<file path="src/rtl/smb_pkg.sv">
// Shared definitions for the serial bus byte engine.
// Assumes an 8-bit control/status register with the bit positions below.
package smb_pkg;

    typedef enum logic [2:0] {
        ST_IDLE,
        ST_START,
        ST_BIT,
        ST_ACK,
        ST_STOP
    } step_e;

    localparam int B_MST = 7;
    localparam int B_TXM = 6;
    localparam int B_STA = 5;
    localparam int B_STO = 4;
    localparam int B_ARQ = 3;
    localparam int B_ARB = 2;
    localparam int B_ACK = 1;
    localparam int B_SI  = 0;

endpackage

</file>
<file path="src/rtl/smb_phase_gen.sv">
// Four-phase bit timer. Each phase lasts PHASE_CYC system clocks.
// Assumes: run is held high for the whole duration of a bus step.
module smb_phase_gen #(
    parameter int PHASE_CYC = 2
) (
    input  logic       clk,
    input  logic       rst_n,
    input  logic       run,
    output logic [1:0] phase,
    output logic       tick
);
    localparam int CW = (PHASE_CYC > 1) ? $clog2(PHASE_CYC) : 1;
    localparam logic [CW-1:0] LAST = CW'(PHASE_CYC - 1);

    logic [CW-1:0] cnt;

    assign tick = run && (cnt == LAST);

    // Count cycles inside a phase and advance the phase at its last cycle.
    always_ff @(posedge clk) begin
        if (!rst_n || !run) begin
            cnt   <= '0;
            phase <= 2'd0;
        end else if (tick) begin
            cnt   <= '0;
            phase <= phase + 2'd1;
        end else begin
            cnt <= cnt + 1'b1;
        end
    end

    assert_phase_step_R4: assert property (@(posedge clk) disable iff (!rst_n)
        (run && tick) |=> (!run || phase == ($past(phase) + 2'd1)));

endmodule

</file>
<file path="src/rtl/smb_shifter.sv">
// Shift register shared by transmit and receive, MSB first.
// Assumes the controller never asserts load and shift in the same cycle.
module smb_shifter #(
    parameter int WIDTH = 8
) (
    input  logic             clk,
    input  logic             rst_n,
    input  logic             load,
    input  logic [WIDTH-1:0] ld_val,
    input  logic             shift,
    input  logic             sin,
    output logic [WIDTH-1:0] q,
    output logic             msb
);
    assign msb = q[WIDTH-1];

    // Parallel load, or shift left with the new bit entering at the bottom.
    always_ff @(posedge clk) begin
        if (!rst_n) begin
            q <= '0;
        end else if (load) begin
            q <= ld_val;
        end else if (shift) begin
            q <= {q[WIDTH-2:0], sin};
        end
    end

endmodule

</file>
<file path="src/rtl/smb_line_mon.sv">
// Detects START (SDA falls, SCL high) and STOP (SDA rises, SCL high).
// Assumes the line inputs are already synchronous to clk.
module smb_line_mon (
    input  logic clk,
    input  logic rst_n,
    input  logic scl_in,
    input  logic sda_in,
    output logic start_seen,
    output logic stop_seen
);
    logic scl_q, sda_q;

    // Keep the previous line sample for edge detection.
    always_ff @(posedge clk) begin
        if (!rst_n) begin
            scl_q <= 1'b1;
            sda_q <= 1'b1;
        end else begin
            scl_q <= scl_in;
            sda_q <= sda_in;
        end
    end

    assign start_seen = scl_q && scl_in && sda_q && !sda_in;
    assign stop_seen  = scl_q && scl_in && !sda_q && sda_in;

endmodule

</file>
<file path="src/rtl/smb_byte_engine.sv">
// Byte-level serial bus engine with an interrupt-flag stall after every
// bus event. Software writes the control register to request START/STOP,
// to pick the acknowledge answer and to clear the flag, which starts the
// next step. Assumes DW >= 8 (the control write uses wr_val[7:0]) and
// synchronous line inputs. No clock stretching by other devices.
module smb_byte_engine
    import smb_pkg::*;
#(
    parameter int PHASE_CYC = 2,
    parameter int DW        = 8
) (
    input  logic          clk,
    input  logic          rst_n,
    input  logic          ctrl_wr,
    input  logic          data_wr,
    input  logic [DW-1:0] wr_val,
    output logic [7:0]    ctrl_q,
    output logic [DW-1:0] data_q,
    output logic          irq,
    input  logic          scl_in,
    input  logic          sda_in,
    output logic          scl_drive_low,
    output logic          sda_drive_low
);
    localparam int BCW = (DW > 1) ? $clog2(DW) : 1;
    localparam logic [BCW-1:0] LAST_BIT = BCW'(DW - 1);

    step_e          state;
    logic           mst, txm, sta, sto, arq, arb, ack, si;
    logic [DW-1:0]  dat;
    logic [BCW-1:0] bit_idx;
    logic           addr_phase, rx_dir, sda_hold;

    logic [1:0]     phase;
    logic           tick, run, t2, t3;
    logic [DW-1:0]  sh_q;
    logic           sh_msb, sh_load, sh_shift;
    logic           start_seen, stop_seen;
    logic           idle_go, go_start, go_ack, go_stop, go_byte;
    logic           scl_low_c, sda_low_c;

    assign run = (state != ST_IDLE);
    assign t2  = tick && (phase == 2'd2);
    assign t3  = tick && (phase == 2'd3);

    smb_phase_gen #(.PHASE_CYC(PHASE_CYC)) u_phase (
        .clk(clk), .rst_n(rst_n), .run(run), .phase(phase), .tick(tick)
    );

    smb_shifter #(.WIDTH(DW)) u_shift (
        .clk(clk), .rst_n(rst_n), .load(sh_load), .ld_val(dat),
        .shift(sh_shift), .sin(sda_in), .q(sh_q), .msb(sh_msb)
    );

    smb_line_mon u_mon (
        .clk(clk), .rst_n(rst_n), .scl_in(scl_in), .sda_in(sda_in),
        .start_seen(start_seen), .stop_seen(stop_seen)
    );

    // Decide which step to launch once software has released the stall.
    always_comb begin
        idle_go  = (state == ST_IDLE) && !si && !ctrl_wr;
        go_start = idle_go && sta;
        go_ack   = idle_go && !sta && mst && arq;
        go_stop  = idle_go && !sta && mst && !arq && sto;
        go_byte  = idle_go && !sta && mst && !arq && !sto;
        sh_load  = go_byte && txm;
        sh_shift = (state == ST_BIT) && (rx_dir ? t2 : t3);
    end

    // Line drive per step and phase; SDA only moves while SCL is low.
    always_comb begin
        scl_low_c = 1'b0;
        sda_low_c = 1'b0;
        unique case (state)
            ST_IDLE: begin
                scl_low_c = mst;
                sda_low_c = mst && sda_hold;
            end
            ST_START: begin
                scl_low_c = (phase == 2'd0) || (phase == 2'd3);
                sda_low_c = phase[1];
            end
            ST_BIT: begin
                scl_low_c = !phase[1];
                sda_low_c = (phase == 2'd0) ? sda_hold : (!rx_dir && !sh_msb);
            end
            ST_ACK: begin
                scl_low_c = !phase[1];
                sda_low_c = (phase == 2'd0) ? sda_hold : (rx_dir && ack);
            end
            ST_STOP: begin
                scl_low_c = !phase[1];
                sda_low_c = (phase == 2'd0) ? sda_hold : (phase != 2'd3);
            end
            default: begin
                scl_low_c = 1'b0;
                sda_low_c = 1'b0;
            end
        endcase
    end

    assign scl_drive_low = scl_low_c;
    assign sda_drive_low = sda_low_c;
    assign ctrl_q = {mst, txm, sta, sto, arq, arb, ack, si};
    assign data_q = dat;
    assign irq    = si;

    // Register file updates from software, then sequencing from hardware.
    always_ff @(posedge clk) begin
        if (!rst_n) begin
            state      <= ST_IDLE;
            mst        <= 1'b0;
            txm        <= 1'b0;
            sta        <= 1'b0;
            sto        <= 1'b0;
            arq        <= 1'b0;
            arb        <= 1'b0;
            ack        <= 1'b0;
            si         <= 1'b0;
            dat        <= '0;
            bit_idx    <= '0;
            addr_phase <= 1'b0;
            rx_dir     <= 1'b0;
            sda_hold   <= 1'b0;
        end else begin
            if (run) sda_hold <= sda_low_c;
            if (ctrl_wr) begin
                sta <= wr_val[B_STA];
                sto <= wr_val[B_STO];
                ack <= wr_val[B_ACK];
                si  <= wr_val[B_SI];
                if (!wr_val[B_SI]) arb <= 1'b0;
            end
            if (data_wr && si) dat <= wr_val;

            unique case (state)
                ST_IDLE: begin
                    if (go_start) begin
                        state <= ST_START;
                    end else if (go_ack) begin
                        state <= ST_ACK;
                    end else if (go_stop) begin
                        state <= ST_STOP;
                    end else if (go_byte) begin
                        state   <= ST_BIT;
                        bit_idx <= '0;
                        rx_dir  <= !txm;
                    end
                    if (!mst && start_seen) begin
                        sta <= 1'b1;
                        si  <= 1'b1;
                    end
                    if (!mst && stop_seen) begin
                        sto <= 1'b1;
                        si  <= 1'b1;
                    end
                end
                ST_START: begin
                    if (t3) begin
                        state      <= ST_IDLE;
                        mst        <= 1'b1;
                        txm        <= 1'b1;
                        sta        <= 1'b1;
                        si         <= 1'b1;
                        addr_phase <= 1'b1;
                    end
                end
                ST_BIT: begin
                    if (t2 && !rx_dir && sh_msb && !sda_in) begin
                        state      <= ST_IDLE;
                        arb        <= 1'b1;
                        mst        <= 1'b0;
                        txm        <= 1'b0;
                        si         <= 1'b1;
                        addr_phase <= 1'b0;
                        sda_hold   <= 1'b0;
                    end else if (t3) begin
                        if (bit_idx == LAST_BIT) begin
                            if (rx_dir) begin
                                state <= ST_IDLE;
                                dat   <= sh_q;
                                arq   <= 1'b1;
                                si    <= 1'b1;
                            end else begin
                                state <= ST_ACK;
                            end
                        end else begin
                            bit_idx <= bit_idx + 1'b1;
                        end
                    end
                end
                ST_ACK: begin
                    if (t2 && !rx_dir) ack <= !sda_in;
                    if (t3) begin
                        if (rx_dir) begin
                            arq <= 1'b0;
                            if (sto) begin
                                state <= ST_STOP;
                            end else begin
                                state   <= ST_BIT;
                                bit_idx <= '0;
                            end
                        end else begin
                            state <= ST_IDLE;
                            si    <= 1'b1;
                            if (addr_phase) begin
                                txm        <= !dat[0];
                                addr_phase <= 1'b0;
                            end
                        end
                    end
                end
                ST_STOP: begin
                    if (t3) begin
                        state    <= ST_IDLE;
                        sto      <= 1'b0;
                        mst      <= 1'b0;
                        txm      <= 1'b0;
                        sda_hold <= 1'b0;
                    end
                end
                default: state <= ST_IDLE;
            endcase
        end
    end

    assert_scl_hold_R3: assert property (@(posedge clk) disable iff (!rst_n)
        (state == ST_IDLE && mst && si) |=> scl_drive_low);

    assert_sda_quiet_R4: assert property (@(posedge clk) disable iff (!rst_n)
        (state == ST_BIT && !scl_drive_low && $past(state == ST_BIT) && !$past(scl_drive_low))
        |-> $stable(sda_drive_low));

    assert_ackrq_rx_R6: assert property (@(posedge clk) disable iff (!rst_n)
        arq |-> (mst && !txm));

    assert_stop_clean_R7: assert property (@(posedge clk) disable iff (!rst_n)
        ($fell(mst) && !arb) |-> (!sto && !txm));

    assert_arb_release_R8: assert property (@(posedge clk) disable iff (!rst_n)
        $rose(arb) |-> (!mst && !scl_drive_low && !sda_drive_low && si));

    assert_data_guard_R10: assert property (@(posedge clk) disable iff (!rst_n)
        (state == ST_IDLE && data_wr && !si) |=> $stable(dat));

endmodule

</file>
<file path="config.mk">
export PLATFORM = sky130hd
export DESIGN_NAME = smb_byte_engine
export DESIGN_NICKNAME = d
export VERILOG_FILES = /design/src/rtl/smb_pkg.sv /design/src/rtl/smb_phase_gen.sv /design/src/rtl/smb_shifter.sv /design/src/rtl/smb_line_mon.sv /design/src/rtl/smb_byte_engine.sv
export SDC_FILE = /design/constraint.sdc
export NUM_CORES = 1
export LEC_CHECK = 0
export ABC_AREA = 1
export BUFFER_PORTS_ARGS = -buffer_cell sky130_fd_sc_hd__buf_4
export CAP_MARGIN = 25
export CORE_AREA = 2 2 90 92
export DETAILED_ROUTE_END_ITERATION = 10
export DIE_AREA = 0 0 92 94
export GPL_TIMING_DRIVEN = 0
export PLACE_DENSITY = 0.48
export SLEW_MARGIN = 40
export SYNTH_ARGS = -nofsm -noshare
export SYNTH_HDL_FRONTEND = slang
export SYNTH_SLANG_ARGS = --single-unit
export TNS_END_PERCENT = 50
</file>
<file path="constraint.sdc">
create_clock -name clk -period 1.4 [get_ports clk]
set_input_delay 0.07 -clock clk [delete_from_list [all_inputs] [get_ports clk]]
set_output_delay 0.07 -clock clk [all_outputs]
set_load 0.03 [all_outputs]
</file>
# Word-level counts from Yosys, hierarchy flattened
# Index checks and enable logic that the tools add are counted.
[totals]
out_inout_bits = 19
reg_bits = 38
[op_classes]
bitwise = 3
n_reduce_logical = 64
muxes = 86
add_sub_neg = 3
n_eq_ne = 29
[op_table]
columns = ["operator", "count"]
rows = [
  ["8-bit 2-to-1 mux", 8],
  ["3-bit 2-to-1 mux", 21],
  ["1-bit 2-to-1 mux", 44],
  ["2-bit != test (second input constant)", 16],
  ["1-bit logical AND", 28],
  ["1-bit logical NOT", 15],
  ["5-bit AND reduction", 3],
  ["7-bit AND reduction", 2],
  ["3-bit one-hot mux with 4 select lines", 1],
  ["3-bit nonzero test", 4],
  ["11-bit AND reduction", 1],
  ["1-bit one-hot mux with 3 select lines", 3],
  ["3-bit one-hot mux with 3 select lines", 1],
  ["1-bit one-hot mux with 2 select lines", 4],
  ["1-bit one-hot mux with 4 select lines", 2],
  ["3-bit by 2-bit equality test with 1-bit output (second input constant)", 2],
  ["3-bit equality test (second input constant)", 2],
  ["2-bit by 1-bit != test with 1-bit output (second input constant)", 3],
  ["5-bit != test (second input constant)", 1],
  ["1-bit one-hot mux with 5 select lines", 1],
  ["2-bit equality test (second input constant)", 2],
  ["4-bit AND reduction", 1],
  ["2-bit nonzero test", 2],
  ["4-bit nonzero test", 1],
  ["other kinds (13)", 17],
]

# Depth between registers and ports, before layout
# Gate-level depths: netlist of the first run.
[logic_depth]
depth_word = 12
mapped_depth = 12

# By module
# A second synthesis of the first run with hierarchy kept.
[unflattened]
cells_unflattened = 357
area_unflattened_um2 = 2478.6
[by_module_without_submodules]
columns = ["mod", "cells_each", "area_per_inst_um2", "instances"]
rows = [
  ["smb_byte_engine", 265, 1870.5, 1],
  ["smb_shifter", 64, 419.2, 1],
  ["smb_phase_gen", 16, 111.4, 1],
  ["smb_line_mon", 12, 77.6, 1],
]

# Worst setup path before layout of the first run
# Ideal clock, no wire load.
[synth_timing]
path_kind = "register to register"
from = "reg state[2]"
to = "reg sda_hold"
synth_period_minus_slack_ps = 1575
stages_incl_launch_ff = 10
required_time_ps = 1336
arrival_ps = 1510
setup_ps = 64
setup_slack_ps = -175
cell_sequence = "dfxtp_1 > inv_2 > nand2_1 > nor2_1 > nand2_1 > nor2_1 > nor3_1 > o21ai_2 > nor2_1 > nor2_1"
[synth_via]
word_cells_on_any_way = 17
classes_between = "eq/ne: 4; mux: 5; reduce/logical: 8"
[synth_lines]
columns = ["element", "line", "text"]
rows = [
  ["from (decl)", "smb_byte_engine.sv:28", "step_e state;"],
  ["from (signal assigned)", "smb_byte_engine.sv:112", "state <= ST_IDLE;"],
  ["from (signal assigned)", "smb_byte_engine.sv:140", "state <= ST_START;"],
  ["from (signal assigned)", "smb_byte_engine.sv:142", "state <= ST_ACK;"],
  ["3-bit equality test, or another cell as far along", "smb_byte_engine.sv:75", "unique case (state)"],
  ["1-bit one-hot mux with 5 select lines (*)", "smb_byte_engine.sv:75", ""],
  ["net sda_drive_low", "smb_byte_engine.sv:23", "output logic sda_drive_low"],
  ["1-bit 2-to-1 mux (*)", "smb_byte_engine.sv:127", "if (run) sda_hold <= sda_low_c;"],
  ["1-bit 2-to-1 mux, on equally long branches", "smb_byte_engine.sv:215, smb_byte_engine.sv:170", ""],
  ["1-bit one-hot mux with 2 select lines (*)", "smb_byte_engine.sv:137", "unique case (state)"],
  ["to (signal assigned)", "smb_byte_engine.sv:127", ""],
  ["to (decl)", "smb_byte_engine.sv:32", "logic addr_phase, rx_dir, sda_hold;"],
]
# The timed path passes the listed nets; every way through them passes the cells marked *.
# A chain may end at the register's enable or synchronous reset.

# Final worst setup path of the first run
[layout_timing]
from = "reg state[1]"
to = "out sda_drive_low"
[layout_via]
elab_chain_len = 2
word_cells_on_any_way = 6
classes_between = "eq/ne: 4; mux: 1; reduce/logical: 1"
[layout_lines]
columns = ["element", "line"]
rows = [
  ["3-bit equality test, or another cell as far along", "smb_byte_engine.sv:75"],
  ["1-bit one-hot mux with 5 select lines (*)", "smb_byte_engine.sv:75"],
  ["to (decl)", "smb_byte_engine.sv:23"],
]
# Every way passes the cells marked *; elsewhere a longest branch is shown, timed or not.

==> metrics, run 1 <==
count leader, synth nand2_1; Worst Setup Slack, final -0.267 ns; Total Wirelength 7440 um; synth unique cells 31; CP Max Fanout 5; vias in the first global route 2450; first drt pass iteration count 4; cts bufs inserted 5; highest clock rate 0.600 GHz; Critical Path RT 1.33 ns; Pwr Total 3.86 mW; XOR/XNOR share of the synthesized area 0; I/O Pins 33; Synth Net Count 359; worst vdd ir 0.000375 V; flops & latches, synth 38; P&R area growth vs syn 49.4%; Synth Area in Compound Gates 0.142; Relative slew margins 0.526; Slew Limit Fails 0; DRT iter0 DRCs 167; vias post-DR 2511; CP cell instances nor2_4, nand3_4, buf_4, a21oi_2, a21oi_1, o21ai_2, buf_6; die area 8650 um^2; Hold WS 0.0369 ns; FP Rows 32; slowest CP cell dfxtp_4; CTS tree yes; Yosys top cell area share 0.339; GR Util All Layers 0.180; number of nets in the layout 435; critical path class flip-flop to primary output; vias per cell 4.84; post-synthesis cell count 340; min Tclk post-route 1.67 ns; Synth warnings 0; Crit path max-delay family flip-flops; Fillers 807; multiplexer share of the synthesized area 0.00502; top_reg_cell synth dfxtp_1; largest family of logic cells by synthesized area simple AND/OR/NAND/NOR gates; Detail Placement HPWL 5060 um; grt total ovfl 0; # H-tree levels 2; Final Setup Violations 33; Post-synth ARST share 0; PortBufs 31; core area 7610 um^2; antenna violations before repair 0; global-route wire length before repair 12200 um; clk_lat worst skew 0.30 ns; Worst-Margin Slew 0.711 ns; Worst path max stage delay 0.39 ns; Routability Congestion 0.893; largest net degree at the start of global routing 13; clk_skew 0.00870 ns; Mapped Area 2240 um^2; DIE WIDTH 92 um; drt drc 0; Hold Fails Final Rpt 0; fraction of layout instances using a drive strength above 1 0.420; Sink Count 38; Antenna Nets Post-Route 0; Starting Density 0.295; failing checks negative setup slack; CTS root buf clkbuf_8; Pleak 1.50 nW; ranking of synthesized cells by area dfxtp_1 (34%), nand2_1 (15%), nor2_1 (7.7%), nand3_1 (5.8%), inv_1 (5.7%); most common library cells after synthesis nand2_1 (88), nor2_1 (46), dfxtp_1 (38); Ant. Diodes 0; endpoint type of the worst setup path primary output; post-detailed-route wirelength per cell 14.3 um; Clock transition at path regs 0.09 ns; Max Cap Viol 0; HP Class input pin to flip-flop; utilization after layout 0.441; CP arrival 1.60 ns; simple logic cell fraction of the synthesized area 0.380; Crit path buffers/inverters 2; period utilization 1.19; Adder-Cell Fraction of Synth Area 0.0279; pwr/cell area 1150 nW/um^2; Post-synth EDFFs 0; Synth area leader dfxtp_1; Die Ht 94 um; syn_area_per_cell 6.60 um^2; clk buf depth 2; RSZ-0062 raised after global routing true; Critical Path Start Type flip-flop; post-synthesis sequential area ratio 0.339; status finished, violations left
## worst min-delay path: stages
cell and delay [ns]:
buf_4 0.08, inv_1 0.08, nand2_1 0.07
## cell families after synthesis
family	count (synthesis)
and+or+nand+nor	187
buffers and inverters	53
AOI/OAI and AO/OA	56
DFF	38
muxes	1
adders and majority gates	5
## what timing repair did
item,CTS,global route
buffers inserted,23,11
endpoints found under the setup margin,32,35
gates cloned,1,1
hold buffers,2,0
resized for setup,68,35
endpoints found under the hold margin,2,0
pin swaps,18,13
## layout by cell type (no fill, tap or decap), types with 3 or more instances in the layout
cell type	Yosys	final
o21bai_1	3	3
inv_2	3	6
dfxtp_2	0	4
nor2_2	1	7
clkbuf_1	4	4
buf_6	0	12
o21ai_2	1	6
inv_1	34	26
nand3_1	26	19
nand3_2	3	7
or2_2	4	3
dfxtp_1	38	31
o21ai_1	0	5
buf_4	9	64
nand3_4	1	4
nand2_2	2	10
nor2_4	2	7
a21oi_2	0	3
buf_2	3	3
dfxtp_4	0	3
nand4_1	3	3
o21ai_0	21	11
nand2_1	88	74
a21oi_1	22	19
ha_2	0	4
nand2_4	1	7
clkbuf_8	0	6
nor2_1	46	35
a311oi_2	0	3
## flip-flops by register name, summed over array words and instances (netlist names), 2 cells and up
signal / cells
state: 3
bit_idx: 3
u_shift.q: 8
u_phase.phase: 2
data_q: 8
## final timing paths
path / startpoint / end / slack, ns / cells after the start
setup / recovery: state[1]$_SDFFE_PN0P_ / sda_drive_low / -0.27 / 7
hold / removal: sda_in / u_mon.sda_q$_SDFF_PN1_ / 0.04 / 3
setup reg to reg: state[1]$_SDFFE_PN0P_ / u_shift.q[7]$_SDFFE_PN0P_ / -0.25 / 11
hold reg to reg: u_phase.phase[0]$_SDFFE_PP0N_ / u_phase.phase[0]$_SDFFE_PP0N_ / 0.48 / 2
## area by class of cell
cell class / count / area [um^2] / share of cell area
sequential: 38 / 777 / 0.232
clock inverter: 2 / 12.5 / 0.00373
multi-input combinational: 249 / 1530 / 0.455
timing repair buffer: 69 / 558 / 0.166
clock buffer: 6 / 82.6 / 0.0246
buffer: 16 / 108 / 0.0321
tap: 102 / 128 / 0.0381
inverter: 37 / 160 / 0.0478
## layer usage
| metal | GRT usage | vias to the layer above | part of all wire |
|---|---|---|---|
| met5 | 0 | - | 0 |
| met4 | 0.0622 | 0 | 0.024 |
| met3 | 0.0281 | 13 | 0.054 |
| met2 | 0.282 | 86 | 0.45 |
| met1 | 0.250 | 1148 | 0.47 |
| li1 | - | 1264 | - |
## metrics by stage
stage | area, um^2 | TNS (ns) | worst slack [ns] | instances
6_report | 3350 | -5.05 | -0.267 | 519
5_1_grt | 3350 | -7.95 | -0.380 | 519
4_1_cts | 3170 | -4.67 | -0.219 | 507
3_5_place_dp | 2650 | -6.75 | -0.323 | 473
3_3_place_gp | 2650 | -7.17 | -0.335 | 473
2_1_floorplan | 2290 | -0.129 | -0.0353 | 340
## where the power goes
part	internal, mW	switching (mW)	total [mW]
sequential	1.21	0.143	1.36
clock	0.397	0.446	0.843
combinational	0.675	0.983	1.66
Note: power is estimated with default switching activity, not from simulation.
==> run 2: changes to the inputs <==
RECOVER_POWER = 25   (was default)
==> run 2 against run 1 <==
  * The run still ends with negative setup slack left
  * Final cell count is the same
  * Highest routed layer unchanged
  * First-iteration DRC count shrank 0.60%
  * Die area is the same
  * Via count grew 0.28%
  * Sequential power is essentially flat
  * Sequential cell count is the same
  * Critical path type unchanged
  * Non-clock buffer count is the same
==> metrics, run 2 (same netlist as run 1, synthesis figures left out) <==
PortBufs 31; CP Max Fanout 5; drt drc 0; endpoint type of the worst setup path primary output; highest clock rate 0.598 GHz; FP Rows 32; GR Util All Layers 0.180; slowest CP cell dfxtp_4; Final Setup Violations 33; most frequent cells in the layout nand2_1 (74), buf_4 (59), nor2_1 (35), dfxtp_1 (31), inv_1 (26); Critical Path RT 1.33 ns; commonest non-fill, non-tap cell in the layout nand2_1; largest net degree at the start of global routing 13; fraction of layout instances using a drive strength above 1 0.408; Ant. Diodes 0; switch share 0.409; number of nets in the layout 435; Starting Density 0.295; Fin Setup TNS -5.16 ns; crit path capture sda_drive_low; Routability Congestion 0.893; antenna violations before repair 0; P&R area growth vs syn 48.6%; critical path class flip-flop to primary output; clock network power share 0.219; vias in the first global route 2450; Gate power share 0.429; cell-internal power 2.28 mW; Antenna Nets Post-Route 0; clk buf depth 2; CTS tree yes; CTS root buf clkbuf_8; Critical Path Start Type flip-flop; CP cell instances nor2_4, nand3_4, buf_4, a21oi_2, a21oi_1, o21ai_2, buf_6; I/O Pins 33; global-route wire length before repair 12200 um; period utilization 1.20; Slew Limit Fails 0; Worst Setup SP state[1]$_SDFFE_PN0P_; Clock transition at path regs 0.09 ns; vias per cell 4.85; vias post-DR 2518; Die Ht 94 um; HP Class input pin to flip-flop; first drt pass iteration count 5; Worst path max stage delay 0.39 ns; worst vdd ir 0.000376 V; min Tclk post-route 1.67 ns; clk_skew 0.0105 ns; RSZ-0062 raised after global routing true; Worst-Margin Slew 0.735 ns; pwr/cell area 1160 nW/um^2; grt total ovfl 0; core area 7610 um^2; Detail Placement HPWL 5060 um; clk_lat worst skew 0.30 ns; FF-to-FF Start state[1]$_SDFFE_PN0P_; Max Cap Viol 0; Total Wirelength 7470 um; sequential share of power 0.352; cts bufs inserted 5; CP arrival 1.60 ns; DIE WIDTH 92 um; Sink Count 38; R2R depth 11; DRT iter0 DRCs 166; Hold WS 0.0379 ns; die area 8650 um^2; status finished, violations left; switching power 1.58 mW; post-detailed-route wirelength per cell 14.4 um; r2r setup slk -0.26 ns; RR Endpoint u_shift.q[7]$_SDFFE_PN0P_; failing checks negative setup slack; Pleak 1.48 nW; # H-tree levels 2; Hold Fails Final Rpt 0; Worst Setup Slack, final -0.274 ns; Relative slew margins 0.510
run 2: changes by cell type in the layout (fill, tap and decap cells not counted), sizes merged:
cell    delta
clkbuf     +5
buf        -5
run 2: worst min path at each step:
stage | slack (ns) | cells past startpoint | startpoint | endpoint
after floorplan | 0.16 | 1 | sda_in | ack$_SDFF_PN0_
after global placement | 0.26 | 2 | sda_in | ack$_SDFF_PN0_
after detailed placement | 0.27 | 2 | sda_in | ack$_SDFF_PN0_
after CTS | 0.02 | 3 | sda_in | u_mon.sda_q$_SDFF_PN1_
after global routing | 0.03 | 3 | sda_in | u_mon.sda_q$_SDFF_PN1_
final | 0.04 | 3 | sda_in | u_mon.sda_q$_SDFF_PN1_
run 2: worst max-delay path: cells and delay by family (launching register included):
kind | cells | cell delay [ns]
and+or+nand+nor | 2 | 0.33
AOI/OAI and AO/OA | 3 | 0.25
buffers and inverters | 2 | 0.32
DFF | 1 | 0.39
run 2: final cells by class:
class	instances	area, um^2
timing repair buffer	69	539
fill	813	4270
tap	102	128
inverter	37	160
buffer	16	108
clock inverter	2	12.5
clock buffer	6	82.6
multi-input combinational	249	1530
sequential	38	777
run 2: through the flow:
stage	total power, mW	cell area (um^2)	util	std cells	setup slack, ns
finish	3.86	3330	0.438	519	-0.274
global route	4.10	3330	0.438	519	-0.380
detailed placement	2.64	2650	0.349	473	-0.323
CTS	3.77	3170	0.416	507	-0.219
floorplan	2.29	2290	-	340	-0.0353
global placement	2.65	2650	0.349	473	-0.335
run 2: timing repair:
action                     CTS  global route
hold endpoints to repair     2             0
resized for setup           68            35
hold buffers                 2             0
setup endpoints to repair   32            35
pin swaps                   18            13
gates cloned                 1             1
setup buffers               23            11
run 2: power by group through the flow:
| stage | clock, mW | sequential [mW] | combinational, mW |
|---|---|---|---|
| 2_1_floorplan | 0 | 1.39 | 0.899 |
| 3_3_place_gp | 0 | 1.37 | 1.28 |
| 3_5_place_dp | 0 | 1.37 | 1.27 |
| 4_1_cts | 0.860 | 1.35 | 1.55 |
| 5_1_grt | 0.914 | 1.38 | 1.81 |
| 6_report | 0.845 | 1.36 | 1.65 |
run 2: per-layer routing:
| layer | wire length [um] | GRT usage | part of all wire | vias to the layer above |
|---|---|---|---|---|
| li1 | - | - | - | 1260 |
| met1 | 3570 | 0.250 | 0.48 | 1152 |
| met2 | 3350 | 0.282 | 0.45 | 89 |
| met3 | 354 | 0.0281 | 0.047 | 17 |
| met4 | 199 | 0.0622 | 0.027 | 0 |
| met5 | 0 | 0 | 0 | - |
